[src/rtl/nic_irq_pkg.sv]
package nic_irq_pkg;
  localparam int REG_W       = 8;
  localparam int STATUS_ADDR = 'h15;
  localparam int MASK_ADDR   = 'h16;
  localparam int UIP_ADDR    = 'h17;
  localparam int UPORT_ADDR  = 'h1B;
  localparam int BIT_CLASH   = 7;
  localparam int BIT_UNREACH = 6;
  localparam int BIT_PPPOE   = 5;
  localparam int BIT_RSVD    = 4;
  localparam int SOCK_SLOTS  = 4;
  localparam int NUM_EVENTS  = 3;
endpackage

[src/rtl/nic_irq_evbits.sv]
module nic_irq_evbits #(
  parameter int N = 3
) (
  input  logic         clk,
  input  logic         rst,
  input  logic [N-1:0] set_i,
  input  logic [N-1:0] clr_i,
  output logic [N-1:0] q_o
);
  logic [N-1:0] q;

  for (genvar g = 0; g < N; g++) begin : g_bit
    always_ff @(posedge clk) begin
      if (rst)
        q[g] <= 1'b0;
      else if (set_i[g])
        q[g] <= 1'b1;          // a strobe beats a clear in the same cycle
      else if (clr_i[g])
        q[g] <= 1'b0;
    end
  end

  assign q_o = q;
endmodule

[src/rtl/nic_irq_socksum.sv]
module nic_irq_socksum #(
  parameter int NSOCK = 4,
  parameter int SIR_W = 8
) (
  input  logic                   clk,
  input  logic                   rst,
  input  logic [NSOCK*SIR_W-1:0] sock_ir_i,
  output logic [NSOCK-1:0]       sum_o
);
  logic [NSOCK-1:0] sum_q;

  for (genvar s = 0; s < NSOCK; s++) begin : g_sock
    always_ff @(posedge clk) begin
      if (rst)
        sum_q[s] <= 1'b0;
      else
        sum_q[s] <= |sock_ir_i[s*SIR_W +: SIR_W];
    end
  end

  assign sum_o = sum_q;
endmodule

[src/rtl/nic_irq_capture.sv]
module nic_irq_capture #(
  parameter int IP_W   = 32,
  parameter int PORT_W = 16
) (
  input  logic              clk,
  input  logic              rst,
  input  logic              cap_i,
  input  logic [IP_W-1:0]   ip_i,
  input  logic [PORT_W-1:0] port_i,
  output logic [IP_W-1:0]   ip_o,
  output logic [PORT_W-1:0] port_o
);
  always_ff @(posedge clk) begin
    if (rst) begin
      ip_o   <= '0;
      port_o <= '0;
    end else if (cap_i) begin
      ip_o   <= ip_i;
      port_o <= port_i;
    end
  end
endmodule

[src/rtl/nic_irq_pin.sv]
module nic_irq_pin #(
  parameter int W = 8
) (
  input  logic         clk,
  input  logic         rst,
  input  logic [W-1:0] status_i,
  input  logic [W-1:0] mask_i,
  output logic         irq_n_o
);
  always_ff @(posedge clk) begin
    if (rst)
      irq_n_o <= 1'b1;
    else
      irq_n_o <= ~(|(status_i & mask_i));
  end
endmodule

[src/rtl/nic_irq_aggregator.sv]
module nic_irq_aggregator
  import nic_irq_pkg::*;
#(
  parameter int ADDR_W = 8,
  parameter int NSOCK  = 4,
  parameter int SIR_W  = 8,
  parameter int IP_W   = 32,
  parameter int PORT_W = 16
) (
  input  logic                   clk,
  input  logic                   rst,
  input  logic [ADDR_W-1:0]      bus_addr,
  input  logic                   bus_we,
  input  logic [REG_W-1:0]       bus_wdata,
  output logic [REG_W-1:0]       bus_rdata,
  input  logic                   ev_addr_clash,
  input  logic                   ev_unreach,
  input  logic                   ev_pppoe_down,
  input  logic [IP_W-1:0]        uip_in,
  input  logic [PORT_W-1:0]      uport_in,
  input  logic [NSOCK*SIR_W-1:0] sock_ir_in,
  output logic                   irq_n
);
  localparam int IP_BYTES   = IP_W / REG_W;
  localparam int PORT_BYTES = PORT_W / REG_W;

  logic                  hit_status, hit_mask;
  logic [NUM_EVENTS-1:0] ev_set, ev_clr, ev_q;
  logic [NSOCK-1:0]      sock_sum;
  logic [SOCK_SLOTS-1:0] sock_field;
  logic [REG_W-1:0]      status_q;
  logic [REG_W-1:0]      mask_q;
  logic [IP_W-1:0]       uip_q;
  logic [PORT_W-1:0]     uport_q;

  assign hit_status = bus_we && (bus_addr == ADDR_W'(STATUS_ADDR));
  assign hit_mask   = bus_we && (bus_addr == ADDR_W'(MASK_ADDR));

  // event vector order: [2] address clash, [1] unreachable, [0] session down
  assign ev_set = {ev_addr_clash, ev_unreach, ev_pppoe_down};
  assign ev_clr = hit_status ? bus_wdata[BIT_CLASH:BIT_PPPOE] : '0;

  nic_irq_evbits #(.N(NUM_EVENTS)) u_ev (
    .clk(clk), .rst(rst), .set_i(ev_set), .clr_i(ev_clr), .q_o(ev_q)
  );

  nic_irq_socksum #(.NSOCK(NSOCK), .SIR_W(SIR_W)) u_sock (
    .clk(clk), .rst(rst), .sock_ir_i(sock_ir_in), .sum_o(sock_sum)
  );

  nic_irq_capture #(.IP_W(IP_W), .PORT_W(PORT_W)) u_cap (
    .clk(clk), .rst(rst), .cap_i(ev_unreach), .ip_i(uip_in),
    .port_i(uport_in), .ip_o(uip_q), .port_o(uport_q)
  );

  assign sock_field = SOCK_SLOTS'(sock_sum);
  assign status_q   = {ev_q, 1'b0, sock_field};

  always_ff @(posedge clk) begin
    if (rst)
      mask_q <= '0;
    else if (hit_mask)
      mask_q <= bus_wdata;
  end

  nic_irq_pin #(.W(REG_W)) u_pin (
    .clk(clk), .rst(rst), .status_i(status_q), .mask_i(mask_q), .irq_n_o(irq_n)
  );

  always_comb begin
    bus_rdata = '0;
    if (bus_addr == ADDR_W'(STATUS_ADDR)) bus_rdata = status_q;
    if (bus_addr == ADDR_W'(MASK_ADDR))   bus_rdata = mask_q;
    for (int i = 0; i < IP_BYTES; i++)
      if (bus_addr == ADDR_W'(UIP_ADDR + i))
        bus_rdata = uip_q[IP_W-1-REG_W*i -: REG_W];
    for (int i = 0; i < PORT_BYTES; i++)
      if (bus_addr == ADDR_W'(UPORT_ADDR + i))
        bus_rdata = uport_q[PORT_W-1-REG_W*i -: REG_W];
  end
endmodule

[config.mk]
export PLATFORM = sky130hd
export DESIGN_NAME = nic_irq_aggregator
export DESIGN_NICKNAME = d
export VERILOG_FILES = /design/src/rtl/nic_irq_pkg.sv /design/src/rtl/nic_irq_evbits.sv /design/src/rtl/nic_irq_socksum.sv /design/src/rtl/nic_irq_capture.sv /design/src/rtl/nic_irq_pin.sv /design/src/rtl/nic_irq_aggregator.sv
export SDC_FILE = /design/constraint.sdc
export NUM_CORES = 1
export LEC_CHECK = 0
export BUFFER_PORTS_ARGS = -buffer_cell sky130_fd_sc_hd__buf_2
export CORE_MARGIN = 2
export CORE_UTILIZATION = 53
export DETAILED_ROUTE_END_ITERATION = 10
export PLACE_DENSITY = 0.86
export REMOVE_ABC_BUFFERS = 1
export SLEW_MARGIN = 20
export SYNTH_ARGS = -nofsm -noshare
export SYNTH_HDL_FRONTEND = slang
export SYNTH_SLANG_ARGS = --single-unit
[constraint.sdc]
create_clock -name clk -period 6.3 [get_ports clk]
set_input_delay 1.26 -clock clk [delete_from_list [all_inputs] [get_ports clk]]
set_output_delay 1.26 -clock clk [all_outputs]
set_load 0.02 [all_outputs]
; Word-level counts from Yosys, hierarchy flattened
; Index checks and enable logic that the tools add are counted.
[classes]
bitwise = 2
n_reduce_logical = 10
eq_ne = 8
n_mux = 15
[op_table]
columns = cell, count
row1 = "equality test 8 x 5 -> 1 bit, second input constant", 8
row2 = two-way mux 8 bit, 8
row3 = OR reduction 8 bit, 5
row4 = bitwise AND 8 bit, 1
row5 = two-way mux 1 bit, 6
row6 = nonzero test 2 bit, 3
row7 = two-way mux 3 bit, 1
row8 = logical AND 1 bit, 2
row9 = inverter 1 bit, 1
[word_totals]
out_inout_bits = 9
input_bits = 102
wordCells = 46
ff_bits = 64

; Longest topological paths before layout
[logic_depth]
ltp_word = 9
mapped_depth = 6
ltp_nobuf = 4

; Hierarchy
; Synthesis repeated with hierarchy kept, for this count alone.
[unflattened]
cells_unflattened = 344
area_unflattened_um2 = 3198.1
[modules_own_cells]
columns = module, area_each_um2, cells_each, n_inst
row1 = nic_irq_capture, 1729.2, 155, 1
row2 = nic_irq_aggregator, 1153.6, 155, 1
row3 = nic_irq_socksum, 150.1, 16, 1
row4 = nic_irq_evbits, 105.1, 12, 1
row5 = nic_irq_pin, 60.1, 6, 1

; Worst setup path before layout
; OpenSTA, ideal clock, no wires.
[synth_timing]
path_kind = input-to-output
from = in bus_addr[7]
to = out bus_rdata[2]
path_slack_ns = 2.036
cell_stages = 6
arrival_time_ns = 3.004
required_ns = 5.040
path_buffers = 2
path_cell_list = or4b_4 or2_2 buf_2 buf_2 o32a_1 o221ai_1
[synth_via]
elab_chain_len = 9
word_cells_on_any_way = 16
classes_between = eq/ne: 8 / mux: 8
[synth_lines]
columns = element, line_no
row1 = "start, declared", nic_irq_aggregator.sv:12  ; input logic [ADDR_W-1:0] bus_addr,
row2 = equality test 8 x 5 -> 1 bit, nic_irq_aggregator.sv:72  ; if (bus_addr == ADDR_W'(STATUS_ADDR)) bus_rdata = status_q;
row3 = two-way mux 8 bit, nic_irq_aggregator.sv:72
row4 = two-way mux 8 bit, nic_irq_aggregator.sv:73  ; if (bus_addr == ADDR_W'(MASK_ADDR)) bus_rdata = mask_q;
row5 = two-way mux 8 bit (4 in series), nic_irq_aggregator.sv:75  ; if (bus_addr == ADDR_W'(UIP_ADDR + i))
row6 = two-way mux 8 bit, nic_irq_aggregator.sv:78  ; if (bus_addr == ADDR_W'(UPORT_ADDR + i))
row7 = two-way mux 8 bit *, nic_irq_aggregator.sv:78
row8 = "end, declared", nic_irq_aggregator.sv:15  ; output logic [REG_W-1:0] bus_rdata,
; Every way passes the cells marked *; elsewhere a longest branch is shown, timed or not.

; Final worst setup path
[layout_timing]
from = in bus_addr[7]
to = out bus_rdata[6]
; Same word-level chain as after synthesis.

==> metrics.md <==
| Metric | Value |
|---|---|
| Sequential power share | 0.505 |
| Placeable core region | 5470 um2 |
| Count of mapped cells out of synthesis | 329 |
| Largest area contributor in the netlist | sky130_fd_sc_hd__dfxtp_1 |
| Most frequent cells in the layout | sky130_fd_sc_hd__buf_2, sky130_fd_sc_hd__nor2_1, sky130_fd_sc_hd__dfxtp_1, sky130_fd_sc_hd__mux2i_1, sky130_fd_sc_hd__nand2_1 |
| Number of max-slew violations in the final report | 0 |
| Largest net degree at the start of global routing | 65 |
| Routed WL per cell | 14.9 um |
| Leading cell type in the layout, fill and taps excluded | sky130_fd_sc_hd__buf_2 |
| Initial standard-cell utilization of the core | 0.547 |
| Highest clock rate | around 220 MHz |
| Gp weighted congestion | 0.812 |
| Synth Cell Area | between 2000 and 3000 um2 |
| Crit share post-route | 0.719 |
| Setup TNS | 0 ps |
| Share of layout cells above drive strength 1 | 0.325 |
| Endpoints failing setup | 0 |
| First-pass GRT wire length | ~12000 um |
| Congestion Overflow GR | 0 |
| Critical path's top delay family | simple AND/OR/NAND/NOR gates |
| Clock slew seen by the registers of the worst setup and hold paths | 60 ps |
| Die X | about 79 um |
| Data required time at the worst endpoint | ~5000 ps |
| Full die area | between 6000 and 7000 um2 |
| Layout area overhead | 24.1% |
| Sequential element share of the synthesized area | 0.428 |
| Share of the synthesized area in the top cell type | 0.428 |
| Syn_area_per_cell | slightly above 9 um2 |
| Cell-internal power | between 0.6 and 0.7 mW |
| Power density over the cells | 234 nW/um2 |
| Number of buffers inserted during clock tree synthesis | 9 |
| Kind of end point of the critical path | primary output |
| Total via count in the routed design | 2732 |
| Total routed wirelength | 7500 um |
| Switching Fraction | 0.249 |
| Number of gates given a new drive strength after cts | 0 |
| TritonCTS clock tree | done |
| Final count of hold timing violations | 0 |
| Remaining antenna violation count after routing | 0 |
| HPWL after detailed placement | 5350 um |
| Peak VDD IR | roughly 0.00016 V |
| Most frequent cell on the critical path | sky130_fd_sc_hd__buf_2 |
| Gr usage total | 0.245 |
| Buf/Inv on CP | 3 |
| Maximum clock insertion buffer count | 2 |
| Number of distinct standard cells referenced by the synthesized netlist | 34 |
| Maximum single-stage delay on the critical path | 720 ps |
| Number of top-level pins | 111 |
| Count of unresolved DRC violations after routing | 0 |
| RSZ-0062 raised after global routing | no |
| Vias in the first global route | 2539 |
| Power share of the combinational group | 0.122 |
| Post-CTS setup buffers | 0 |
| Cell with the largest stage delay on the worst path | sky130_fd_sc_hd__nor4_1 |
| Diodes inserted | 0 |
| Sequential cell area | 1280 um2 |
| Clk network pwr share | 0.373 |
| Critical path, cell by cell | buf_2, or4b_4, nor4_1, buf_4, nand2_1, o221ai_1, buf_2 |
| Initial antenna violation count | 0 |
| Max_cap viols | 0 |
| Crit path kind | in -> out |
| Detailed Routing Iterations Pass 1 | 4 |
| Slew at the pin closest to its max-slew limit | 841 ps |
| Switch Pwr | 0.216 mW |
| Run status | complete, no violations |
| Cell types occupying the most area after synthesis | sky130_fd_sc_hd__dfxtp_1, sky130_fd_sc_hd__mux2i_1, sky130_fd_sc_hd__nor2_1, sky130_fd_sc_hd__o32a_1, sky130_fd_sc_hd__mux2_2 |
| Final worst clock skew | 5.07 ps |
| Clock latency of the later-clocked register in the worst-skew pair | 340 ps |
| Clk sinks | 64 |
| Post-DR vias/cell | 5.43 |
| Max-slew headroom at the worst pin | 0.434 |
| Final standard cell utilization of the core | 0.679 |
| Y dimension of the die | 79.2 um |
| Min-Delay Path Class | reg -> reg |
| Register bit total from synthesis | 64 |
| Standard-cell row count | 27 |
| CP startpoint kind | input port |
| Root buffer cell | sky130_fd_sc_hd__clkbuf_8 |
| Multi-input combinational cell area | 1540 um2 |
| Fill cell instance count of the final layout | 470 |
| Drt initial violations | between 200 and 300 |
| Maximum fanout along the worst path | 5 |
| Synth warn | 0 |
| Arrival time of the worst setup path | around 3300 ps |
| Leakage dissipation | 1.73 nW |
| Net total in the final layout | around 530 |
| Post-CTS Hold Fix Bufs | 0 |
| CTS H-tree depth | 3 |
| Number of buffer cells added on primary ports | 110 |
| Shortest clock period the worst path allows after layout | ~4500 ps |
-- synth_stat cells --
cell,number
sky130_fd_sc_hd__mux2i_1,56
sky130_fd_sc_hd__or2_1,1
sky130_fd_sc_hd__nand2_1,16
sky130_fd_sc_hd__o21ai_0,3
sky130_fd_sc_hd__buf_2,3
sky130_fd_sc_hd__or4b_4,1
sky130_fd_sc_hd__nand2b_1,3
sky130_fd_sc_hd__or4_1,1
sky130_fd_sc_hd__buf_1,2
sky130_fd_sc_hd__buf_8,1
sky130_fd_sc_hd__a222oi_1,1
sky130_fd_sc_hd__nand3_1,3
sky130_fd_sc_hd__dfxtp_1,64
sky130_fd_sc_hd__nor2b_1,2
sky130_fd_sc_hd__a2bb2oi_1,1
sky130_fd_sc_hd__a21oi_1,13
sky130_fd_sc_hd__or2_2,1
sky130_fd_sc_hd__o21ai_1,1
sky130_fd_sc_hd__a22oi_1,9
sky130_fd_sc_hd__mux2_2,8
sky130_fd_sc_hd__nor3_1,1
sky130_fd_sc_hd__o221ai_2,1
sky130_fd_sc_hd__nor2_1,70
sky130_fd_sc_hd__o32a_1,13
sky130_fd_sc_hd__nor4_1,9
sky130_fd_sc_hd__o22a_1,1
sky130_fd_sc_hd__buf_6,1
sky130_fd_sc_hd__o221ai_1,6
sky130_fd_sc_hd__a211oi_1,2
sky130_fd_sc_hd__inv_1,13
sky130_fd_sc_hd__a31o_2,1
sky130_fd_sc_hd__nor4_4,1
sky130_fd_sc_hd__and2_1,1
sky130_fd_sc_hd__clkbuf_1,19
-- cell families after synthesis --
family          Yosys count  synth area share
simple gates            110             0.164
mux                      64             0.217
flops                    64             0.428
compound gates           52             0.134
buf+inv                  39            0.0564
-- sequential cells by signal, summed over array words and instances, names as in the netlist --
signal and cells:
u_pin.irq_n_o 1, u_sock.sum_o 4, u_cap.ip_o 32, u_cap.port_o 16, mask_q 8, u_ev.q_o 3
-- tightest hold or removal path: stages (launching register included) --
cell                      delay, ps
sky130_fd_sc_hd__dfxtp_1        330
sky130_fd_sc_hd__mux2i_1         60
sky130_fd_sc_hd__nor2_1          70
-- metrics by stage --
| stage | setup WS [ps] | hold WS (ps) | std cells | power, mW | instance area (um2) |
|---|---|---|---|---|---|
| after floorplan | 2050 | 452 | 303 | 0.490 | 2870 |
| after global placement | 1790 | 472 | 487 | 0.549 | 3530 |
| after detailed placement | 1790 | 486 | 487 | 0.553 | 3530 |
| after CTS | 1790 | 502 | 503 | 0.877 | 3710 |
| after global routing | 1700 | 524 | 503 | 0.907 | 3720 |
| final | 1770 | 497 | 503 | 0.868 | 3720 |
-- layer usage --
| metal | vias up | wire length, um | track usage |
|---|---|---|---|
| met5 | - | 0 | 0 |
| met4 | 0 | 97 | 0.0741 |
| met3 | 7 | 645 | 0.0841 |
| met2 | 125 | 3630 | 0.412 |
| met1 | 1242 | 3120 | 0.295 |
| li1 | 1358 | - | - |
-- layout make-up --
class,count,share of cell area
Sequential cell,64,0.345
Tap cell,72,0.0242
Clock inverter,3,0.00404
Multi-Input combinational cell,226,0.415
Timing Repair Buffer,112,0.153
Clock buffer,13,0.0455
Inverter,13,0.0131
-- power by group through the flow --
stage / Clock (mW) / Combinational (mW) / Sequential, mW
after CTS: 0.332 / 0.106 / 0.438
after global routing: 0.349 / 0.117 / 0.441
after global placement: 0 / 0.102 / 0.446
after floorplan: 0 / 0.0474 / 0.443
after detailed placement: 0 / 0.106 / 0.447
final: 0.324 / 0.106 / 0.439
-- path summary, 6_finish.rpt --
| kind | startpoint | endpoint | slack, ps | cells after the start |
|---|---|---|---|---|
| worst min-delay path | u_cap.ip_o[10] | u_cap.ip_o[10] | 500 | 2 |
| worst max register to register | u_ev.q_o[1] | u_pin.irq_n_o | 5380 | 2 |
| worst max-delay path | bus_addr[7] | bus_rdata[6] | 1770 | 7 |
| worst min register to register | u_cap.ip_o[10] | u_cap.ip_o[10] | 500 | 2 |
No activity file was read; power rests on OpenSTA's default activity.
